===== src/rtl/flush_start_seq.sv =====
module flush_start_seq #(
  parameter logic [31:0] HW_MASK  = 32'h003f_ffff,
  parameter int          CTL_BIT  = 17,
  parameter int          MIX0_BIT = 6,
  parameter int          MIX1_BIT = 7,
  parameter int          MIX2_BIT = 8,
  parameter int          MIX5_BIT = 20
) (
  input  logic        clk,
  input  logic        rst_n,
  input  logic        cfg_valid,
  input  logic [1:0]  cfg_intf_type,
  input  logic [2:0]  cfg_intf_num,
  input  logic        cfg_cmd_mode,
  input  logic [2:0]  cfg_mixer,
  input  logic        blend_valid,
  input  logic [2:0]  blend_mixer,
  input  logic        cursor_valid,
  input  logic        cursor_id,
  input  logic        commit_valid,
  input  logic [31:0] commit_mask,
  input  logic        enc_en,
  output logic        flush_wr,
  output logic [31:0] flush_data,
  output logic        start_wr
);
  localparam logic [31:0] CUR0_F = 32'h0040_0000;
  localparam logic [31:0] CUR1_F = 32'h0080_0000;
  localparam logic [31:0] WB_F   = 32'h0001_0000;
  localparam logic [31:0] CTL_F  = 32'd1 << CTL_BIT;
  localparam logic [1:0]  TY_DSI = 2'd1;
  localparam logic [1:0]  TY_WB  = 2'd2;

  function automatic logic [31:0] mix_bit(input logic [2:0] m);
    case (m)
      3'd0:    return 32'd1 << MIX0_BIT;
      3'd1:    return 32'd1 << MIX1_BIT;
      3'd2:    return 32'd1 << MIX2_BIT;
      3'd5:    return 32'd1 << MIX5_BIT;
      default: return '0;
    endcase
  endfunction

  function automatic logic [31:0] enc_bit(input logic [1:0] t, input logic [2:0] n);
    if (t == TY_WB) return WB_F;
    case (n)
      3'd0:    return 32'h8000_0000;
      3'd1:    return 32'h4000_0000;
      3'd2:    return 32'h2000_0000;
      3'd3:    return 32'h1000_0000;
      default: return '0;
    endcase
  endfunction

  logic [1:0]  type_q;
  logic        cmd_q, enc_q;
  logic [2:0]  mix_q;
  logic [31:0] ready_q, pend_q;

  logic        start_kind, hit, start_a, start_b;
  logic [31:0] refill, with_ctl, subst, word, ready_c, ready_a, ready_n, pend_n;

  assign start_kind = (type_q == TY_WB) || (type_q == TY_DSI && cmd_q);
  assign refill     = mix_bit(mix_q) | ((type_q == TY_WB) ? WB_F : '0);
  assign hit        = |(pend_q & commit_mask);
  assign with_ctl   = commit_mask | (hit ? CTL_F : '0);
  assign subst      = ((with_ctl & CUR0_F) != 0 && (HW_MASK & CUR0_F) == 0) ? mix_bit(mix_q) : '0;
  assign word       = (with_ctl | subst) & HW_MASK;

  assign ready_c = commit_valid ? (ready_q & ~commit_mask) : ready_q;
  assign start_a = commit_valid && enc_q && ready_c == 0 && start_kind;
  assign ready_a = start_a ? refill : ready_c;
  assign start_b = (enc_en != enc_q) && enc_en && ready_a == 0 && start_kind;
  assign ready_n = cfg_valid ? (mix_bit(cfg_mixer) | enc_bit(cfg_intf_type, cfg_intf_num))
                             : (start_b ? refill : ready_a);

  always_comb begin
    pend_n = pend_q;
    if (commit_valid && hit) pend_n = '0;
    if (blend_valid)  pend_n = mix_bit(blend_mixer);
    if (cursor_valid) pend_n = cursor_id ? CUR1_F : CUR0_F;
  end

  always_ff @(posedge clk) begin
    if (!rst_n) begin
      type_q <= '0; cmd_q <= 1'b0; mix_q <= '0; enc_q <= 1'b0;
      ready_q <= '0; pend_q <= '0;
      flush_wr <= 1'b0; flush_data <= '0; start_wr <= 1'b0;
    end else begin
      if (cfg_valid) begin
        type_q <= cfg_intf_type; cmd_q <= cfg_cmd_mode; mix_q <= cfg_mixer;
      end
      enc_q      <= enc_en;
      ready_q    <= ready_n;
      pend_q     <= pend_n;
      flush_wr   <= commit_valid && word != 0;
      flush_data <= (commit_valid && word != 0) ? word : '0;
      start_wr   <= start_a || start_b;
    end
  end

  assert_flush_in_hw_R2: assert property (@(posedge clk) disable iff (!rst_n)
    flush_wr |-> (flush_data & ~HW_MASK) == 0);
  assert_flush_covers_request_R2: assert property (@(posedge clk) disable iff (!rst_n)
    flush_wr |-> $past(commit_valid) && (($past(commit_mask) & HW_MASK) & ~flush_data) == 0);
  assert_ctl_bit_needs_trigger_R4: assert property (@(posedge clk) disable iff (!rst_n)
    (flush_wr && (flush_data & CTL_F) != 0 && (HW_MASK & CTL_F) != 0 &&
     ($past(commit_mask) & CTL_F) == 0) |-> ($past(pend_q) & $past(commit_mask)) != 0);
  assert_start_kind_R7: assert property (@(posedge clk) disable iff (!rst_n)
    start_wr |-> $past(type_q) == TY_WB || ($past(type_q) == TY_DSI && $past(cmd_q)));
  assert_start_event_R8: assert property (@(posedge clk) disable iff (!rst_n)
    start_wr |-> $past(commit_valid) || ($past(enc_en) && !$past(enc_q)));
endmodule


===== config.mk =====
export PLATFORM = sky130hd
export DESIGN_NAME = flush_start_seq
export DESIGN_NICKNAME = d
export VERILOG_FILES = /design/src/rtl/flush_start_seq.sv
export SDC_FILE = /design/constraint.sdc
export NUM_CORES = 1
export LEC_CHECK = 0
export BUFFER_PORTS_ARGS = -buffer_cell sky130_fd_sc_hd__buf_2
export CORE_AREA = 2 2 91 93
export CTS_CLUSTER_DIAMETER = 150
export DETAILED_ROUTE_END_ITERATION = 8
export DIE_AREA = 0 0 93 95
export PLACE_DENSITY = 0.61
export SETUP_SLACK_MARGIN = 0.2
export SLEW_MARGIN = 15
export SYNTH_ARGS = -nofsm -noshare
export SYNTH_HDL_FRONTEND = slang
export SYNTH_SLANG_ARGS = --single-unit

===== constraint.sdc =====
create_clock -name clk -period 4.35 [get_ports clk]
set_input_delay 0.2175 -clock clk [delete_from_list [all_inputs] [get_ports clk]]
set_output_delay 0.2175 -clock clk [all_outputs]
set_load 0.005 [all_outputs]

* Word-level counts from Yosys, hierarchy flattened
Index checks and enable logic that the tools add are counted.
W data, S select, Z words.
** Word-level totals
- Register bits :: 105
- Input bits :: 52
- Output and inout bits :: 34
- Word-level logic and storage cells :: 72
** Operators by class
- Eq/ne operators :: 16
- Muxes and demuxes :: 18
- Bitwise operators :: 7
- Reduce and logical (&&, ||, !) cells :: 21
** Operator list (count)
- $mux W32 :: 9
- $pmux W21 S4 :: 3
- $pmux W32 S4 :: 1
- $and A32 B32 Y32 :: 2
- $logic_not A32 Y1 :: 2
- $not A32 Y32 :: 1
- $or A32 B17 Y32 :: 1
- $or A32 B32 Y32 :: 1
- $reduce_bool A32 Y1 :: 1
- $reduce_or A32 Y1 :: 1
- $mux W24 :: 1
- $or A23 B18 Y23 :: 1
- $or A22 B22 Y22 :: 1
- $mux W21 :: 1
- $mux W18 :: 1
- $mux W17 :: 1
- $eq A3 B2 Y1 const B :: 5
- $eq A3 B1 Y1 const B :: 4
- $logic_not A3 Y1 :: 4
- $eq A3 B3 Y1 const B :: 3
- $logic_and A1 B1 Y1 :: 9
- $eq A2 B2 Y1 const B :: 2
- $reduce_bool A3 Y1 :: 1
- $eq A2 B1 Y1 const B :: 1
- 4 further kinds :: 5

* Longest topological paths before layout
- Depth in word-level cells :: 12
- Mapped depth :: 7
- Mapped depth without buffers :: 5

* Least setup slack after synthesis
Ideal clock, no wire load.
- Path type :: reg-to-reg
- From :: register ready_q[9]
- To :: register ready_q[6]
- Setup time :: 0.084 ns
- Arrival :: 1.512 ns
- Data required time :: 4.266 ns
- Setup slack :: 2.754 ns
- Stages on the path, launching flop included :: 5
- Path buffers :: 0
- Period minus slack after synthesis :: 1.596 ns
- Path through :: dfxtp_1 > or4_4 > o41ai_4 > nand4_2 > o31ai_2
** Between the ends
- Longest elaborated chain between the ends :: 11
** RTL lines
- start, declared :: line 58 : logic [31:0] ready_q, pend_q;
- start signal, assigned :: line 94 : ready_q <= ready_n;
- $and A32 B32 Y32 :: line 70 : assign ready_c = commit_valid ? (ready_q & ~commit_mask) : ready_q;
- $mux W32 (*) :: line 70
- $logic_not A32 Y1 :: line 71 : assign start_a = commit_valid && enc_q && ready_c == 0 && start_kind;
- $logic_and A1 B1 Y1 (2 in a row) :: line 71
- $mux W32 (*) :: line 72 : assign ready_a = start_a ? refill : ready_c;
- $logic_not A32 Y1 :: line 73 : assign start_b = (enc_en != enc_q) && enc_en && ready_a == 0 && start_kind;
- $logic_and A1 B1 Y1 (2 in a row) :: line 73
- $mux W32 (*) :: line 75 : : (start_b ? refill : ready_a);
- $mux W32 (*) :: line 74 : assign ready_n = cfg_valid ? (mix_bit(cfg_mixer) | enc_bit(cfg_intf_type, cfg_intf_num))
Every way passes the cells marked *; elsewhere a longest branch is shown, timed or not.
A chain may end at the register's enable or synchronous reset.

* Worst setup path in the final report
- From :: register ready_q[24]
- To :: register ready_q[6]
Same word-level chain as after synthesis.

==> impl_metrics.csv <==
group,metric,value,unit
power,p_sw,328.7,µW
power,p_comb_share,10.3,%
power,vdd_ir_drop_max,163.3,µV
clock_network,cts_setup_buffers,0,
flow_run,maxCapViolCount,0,
yosys,yosys_warnings,0,
final_layout,antenna_cells,0,
power,intPower,987.1,µW
sta,worst_slew_pin_slew,688.4,ps
floorplan,io_pins,86,
yosys,synth.area.top_cells,"dfxtp_1, nand2b_1, nand2_1, and2_4, and3_1",
floorplan,core,0.007928,mm²
power,clock_power_share,39.8,%
placed_design,io_buffer_count,75,
global_routing,grt_usage,18.27,%
final_layout,drive_above_1_share,27.73,%
clock_network,cts.repair.resized,0,
yosys,syn_inst,344,
drt,avgRoutedWirePerCell,14.69,µm
final_layout,fillers,823,
critical_path,crit_buf_inv,0,
placed_design,gp_congestion,0.8684,
drt,via_per_inst,5.093,
critical_path,cpMaxStageDelayCell,"nor4_1",
global_routing,first_global_vias,2433,
sta,slew_headroom,54.10,%
outcome,status,"finished, final reports clean",
clock_network,postCtsHoldBufs,0,
critical_path,path_class,"flop to flop",
final_layout,final_area,0.003662,mm²
clock_network,htree_levels,3,
critical_path,cp_max_fo,4,
clock_network,cts_tree,"built",
sta,fin_tns_setup,0,ps
critical_path,critPathCaptureType,"flop",
placed_design,dp_hpwl,5832,µm
hold_path,min_path_type,"input port to flop",
critical_path,crit_path_start_kind,"flop",
drt,num_vias,2684,
yosys,synth_cell_type_count,46,
yosys,yosysSeqAreaShare,45.13,%
clock_network,cts-buffers-inserted,9,
drt,drt_pass1_iterations,4,
yosys,synth_area_leader_cell,"dfxtp_1",
floorplan,rows,33,
sta,fmax,552.2,MHz
sta,fin_skew,7.057,ps
yosys,syn_area,0.003060,mm²
critical_path,worstPathCellList,"nor4_1 -> nand4_1 -> o41ai_4 -> nand4_2 -> o31ai_2",
floorplan,die-height,95,µm
drt,drc_errors,0,
drt,ant_nets,0,
power,seqPwrFrac,49.9,%
power,p_leak,1.698,nW
yosys,dominantRegCellSynth,"dfxtp_1",
floorplan,fp.dieW,93,µm
clock_network,path_clk_slew,70,ps
power,swShare,24.98,%
global_routing,grt_max_degree,39,
floorplan,die-area,0.008835,mm²
yosys,yosys.area.top_type_share,45.13,%
sta,drv_slew,0,
clock_network,ctsRootBufferMaster,"clkbuf_8",
sta,hold_violations,0,
power,cellPowerDensity,359.3,mW/mm²
final_layout,syn2layout_area_growth,19.66,%
global_routing,grt_overflow,0,
drt,drtIter0Drc,168,
final_layout,final_nets,469,
global_routing,grt_pass1_wl,12270,µm
clock_network,clk_latency,350,ps
sta,period_minus_slack,1811,ps
yosys,ys_ff_latch,69,
global_routing,grt_antenna_before_repair,0,
critical_path,worstPathRequired,4610,ps
yosys,avgSynthCellArea,8.897,µm²
critical_path,crit_arrival,2080,ps
clock_network,clockBufferDepth,2,
sta,setup_violations,0,
clock_network,cts_sinks,69,
yosys,synth-edff-count,0,
sta,rsz0062_at_grt,"no",
critical_path,max_stage_delay,400,ps
sta,min_period_over_period,41.63,%
placed_design,place_area,0.003462,mm²
yosys,async_flop_share,0,%
drt,wl,7741,µm
critical_path,crit_family,"simple AND/OR/NAND/NOR gates",
floorplan,start_util,38.60,%
-- power groups by stage --
stage          Combinational (mW)  Sequential [mW]  Clock, mW
2_1_floorplan              0.0819            0.671          0
4_1_cts                     0.136            0.657      0.541
6_report                    0.135            0.657      0.524
3_5_place_dp                0.136            0.672          0
3_3_place_gp                0.135            0.671          0
5_1_grt                     0.151            0.659      0.571
-- cell usage after synthesis, types with 5 or more instances --
library cell  count
and3_1           23
nand2_1          40
nand3_1           7
dfxtp_1          69
mux2i_1           5
nand3b_1          5
nand2b_1         31
inv_1             6
clkbuf_1          8
nand4_1          16
buf_4            10
nor4_1           15
nor2_1           21
o21ai_0           7
and2_4           17
a21oi_1          14
nor2b_1           8
a22oi_1           6
-- per-layer routing --
layer | global-route usage, % | part of all wire, % | vias up
met3 | 5.188 | 7.1 | 11
li1 | - | - | 1334
met4 | 5.760 | 1.6 | 0
met5 | 0 | 0 | -
met2 | 28.32 | 46 | 98
met1 | 24.69 | 46 | 1241
-- flip-flops by register name, summed over array words and instances (netlist names), 2 cells and up --
signal / count
flush_data: 22
ready_q: 32
mix_q: 3
pend_q: 6
type_q: 2
-- placed cells by master, fill, tap and decap left out, types with 2 or more instances in the layout --
cell and instances:
buf_2 75, dfxtp_1 69, nand2_1 40, nand2b_1 31, and3_1 23, nor2_1 21
and2_4 17, nand4_1 16, nor4_1 15, a21oi_1 14, conb_1 10, clkbuf_8 10
nor2b_1 8, o21ai_0 7, nand3_1 7, inv_1 6, a22oi_1 6, nand3b_1 5
mux2i_1 5, o2111ai_1 3, clkinvlp_4 3, nor3_1 2, and2_1 2, a21boi_0 2
clkinv_2 2
-- layout make-up --
| type | count | area, µm² | share of cell area [%] |
|---|---|---|---|
| repair buffers | 76 | 382.9 | 10.45 |
| clock inverters | 6 | 62.56 | 1.708 |
| well taps | 105 | 131.4 | 3.587 |
| clock buffers | 10 | 137.6 | 3.758 |
| inverters | 6 | 22.52 | 0.6150 |
| flip-flops and latches | 69 | 1381 | 37.72 |
| multi-input cells | 255 | 1544 | 42.16 |
-- cell families (layout without fill, tap and decap cells) --
family,Yosys count,count (layout),share of synthesized area (%)
AO/OA/AOI/OAI,43,43,10.34
buffers and inverters,29,98,5.519
flip-flops,69,69,45.13
multiplexers,5,5,1.635
other,1,10,0.1225
AND/OR/NAND/NOR,197,197,37.25
-- stage by stage --
stage	hold WS [ps]	cells	power, mW	utilization [%]	setup slack, ps
6_report	114.3	527	1.316	46.20	2539
5_1_grt	117.2	527	1.381	46.20	2398
4_1_cts	107.9	527	1.334	46.20	2508
3_5_place_dp	476.0	511	0.8073	43.67	2534
3_3_place_gp	457.7	511	0.8058	43.67	2547
2_1_floorplan	332.1	353	0.7532	-	2754
-- worst paths after layout --
path | from | endpoint | slack [ps] | cells after the start
setup / recovery | ready_q[24] | ready_q[6] | 2540 | 5
setup reg to reg | ready_q[24] | ready_q[6] | 2540 | 5
hold reg to reg | ready_q[2] | ready_q[2] | 500 | 1
hold / removal | cfg_cmd_mode | cmd_q | 110 | 3
-- worst register-to-register path: stages, from the launching register on --
cell and delay, ps:
dfxtp_1 330, nor4_1 400, nand4_1 210, o41ai_4 390
nand4_2 200, o31ai_2 210
Note: power is estimated with default switching activity, not from simulation.
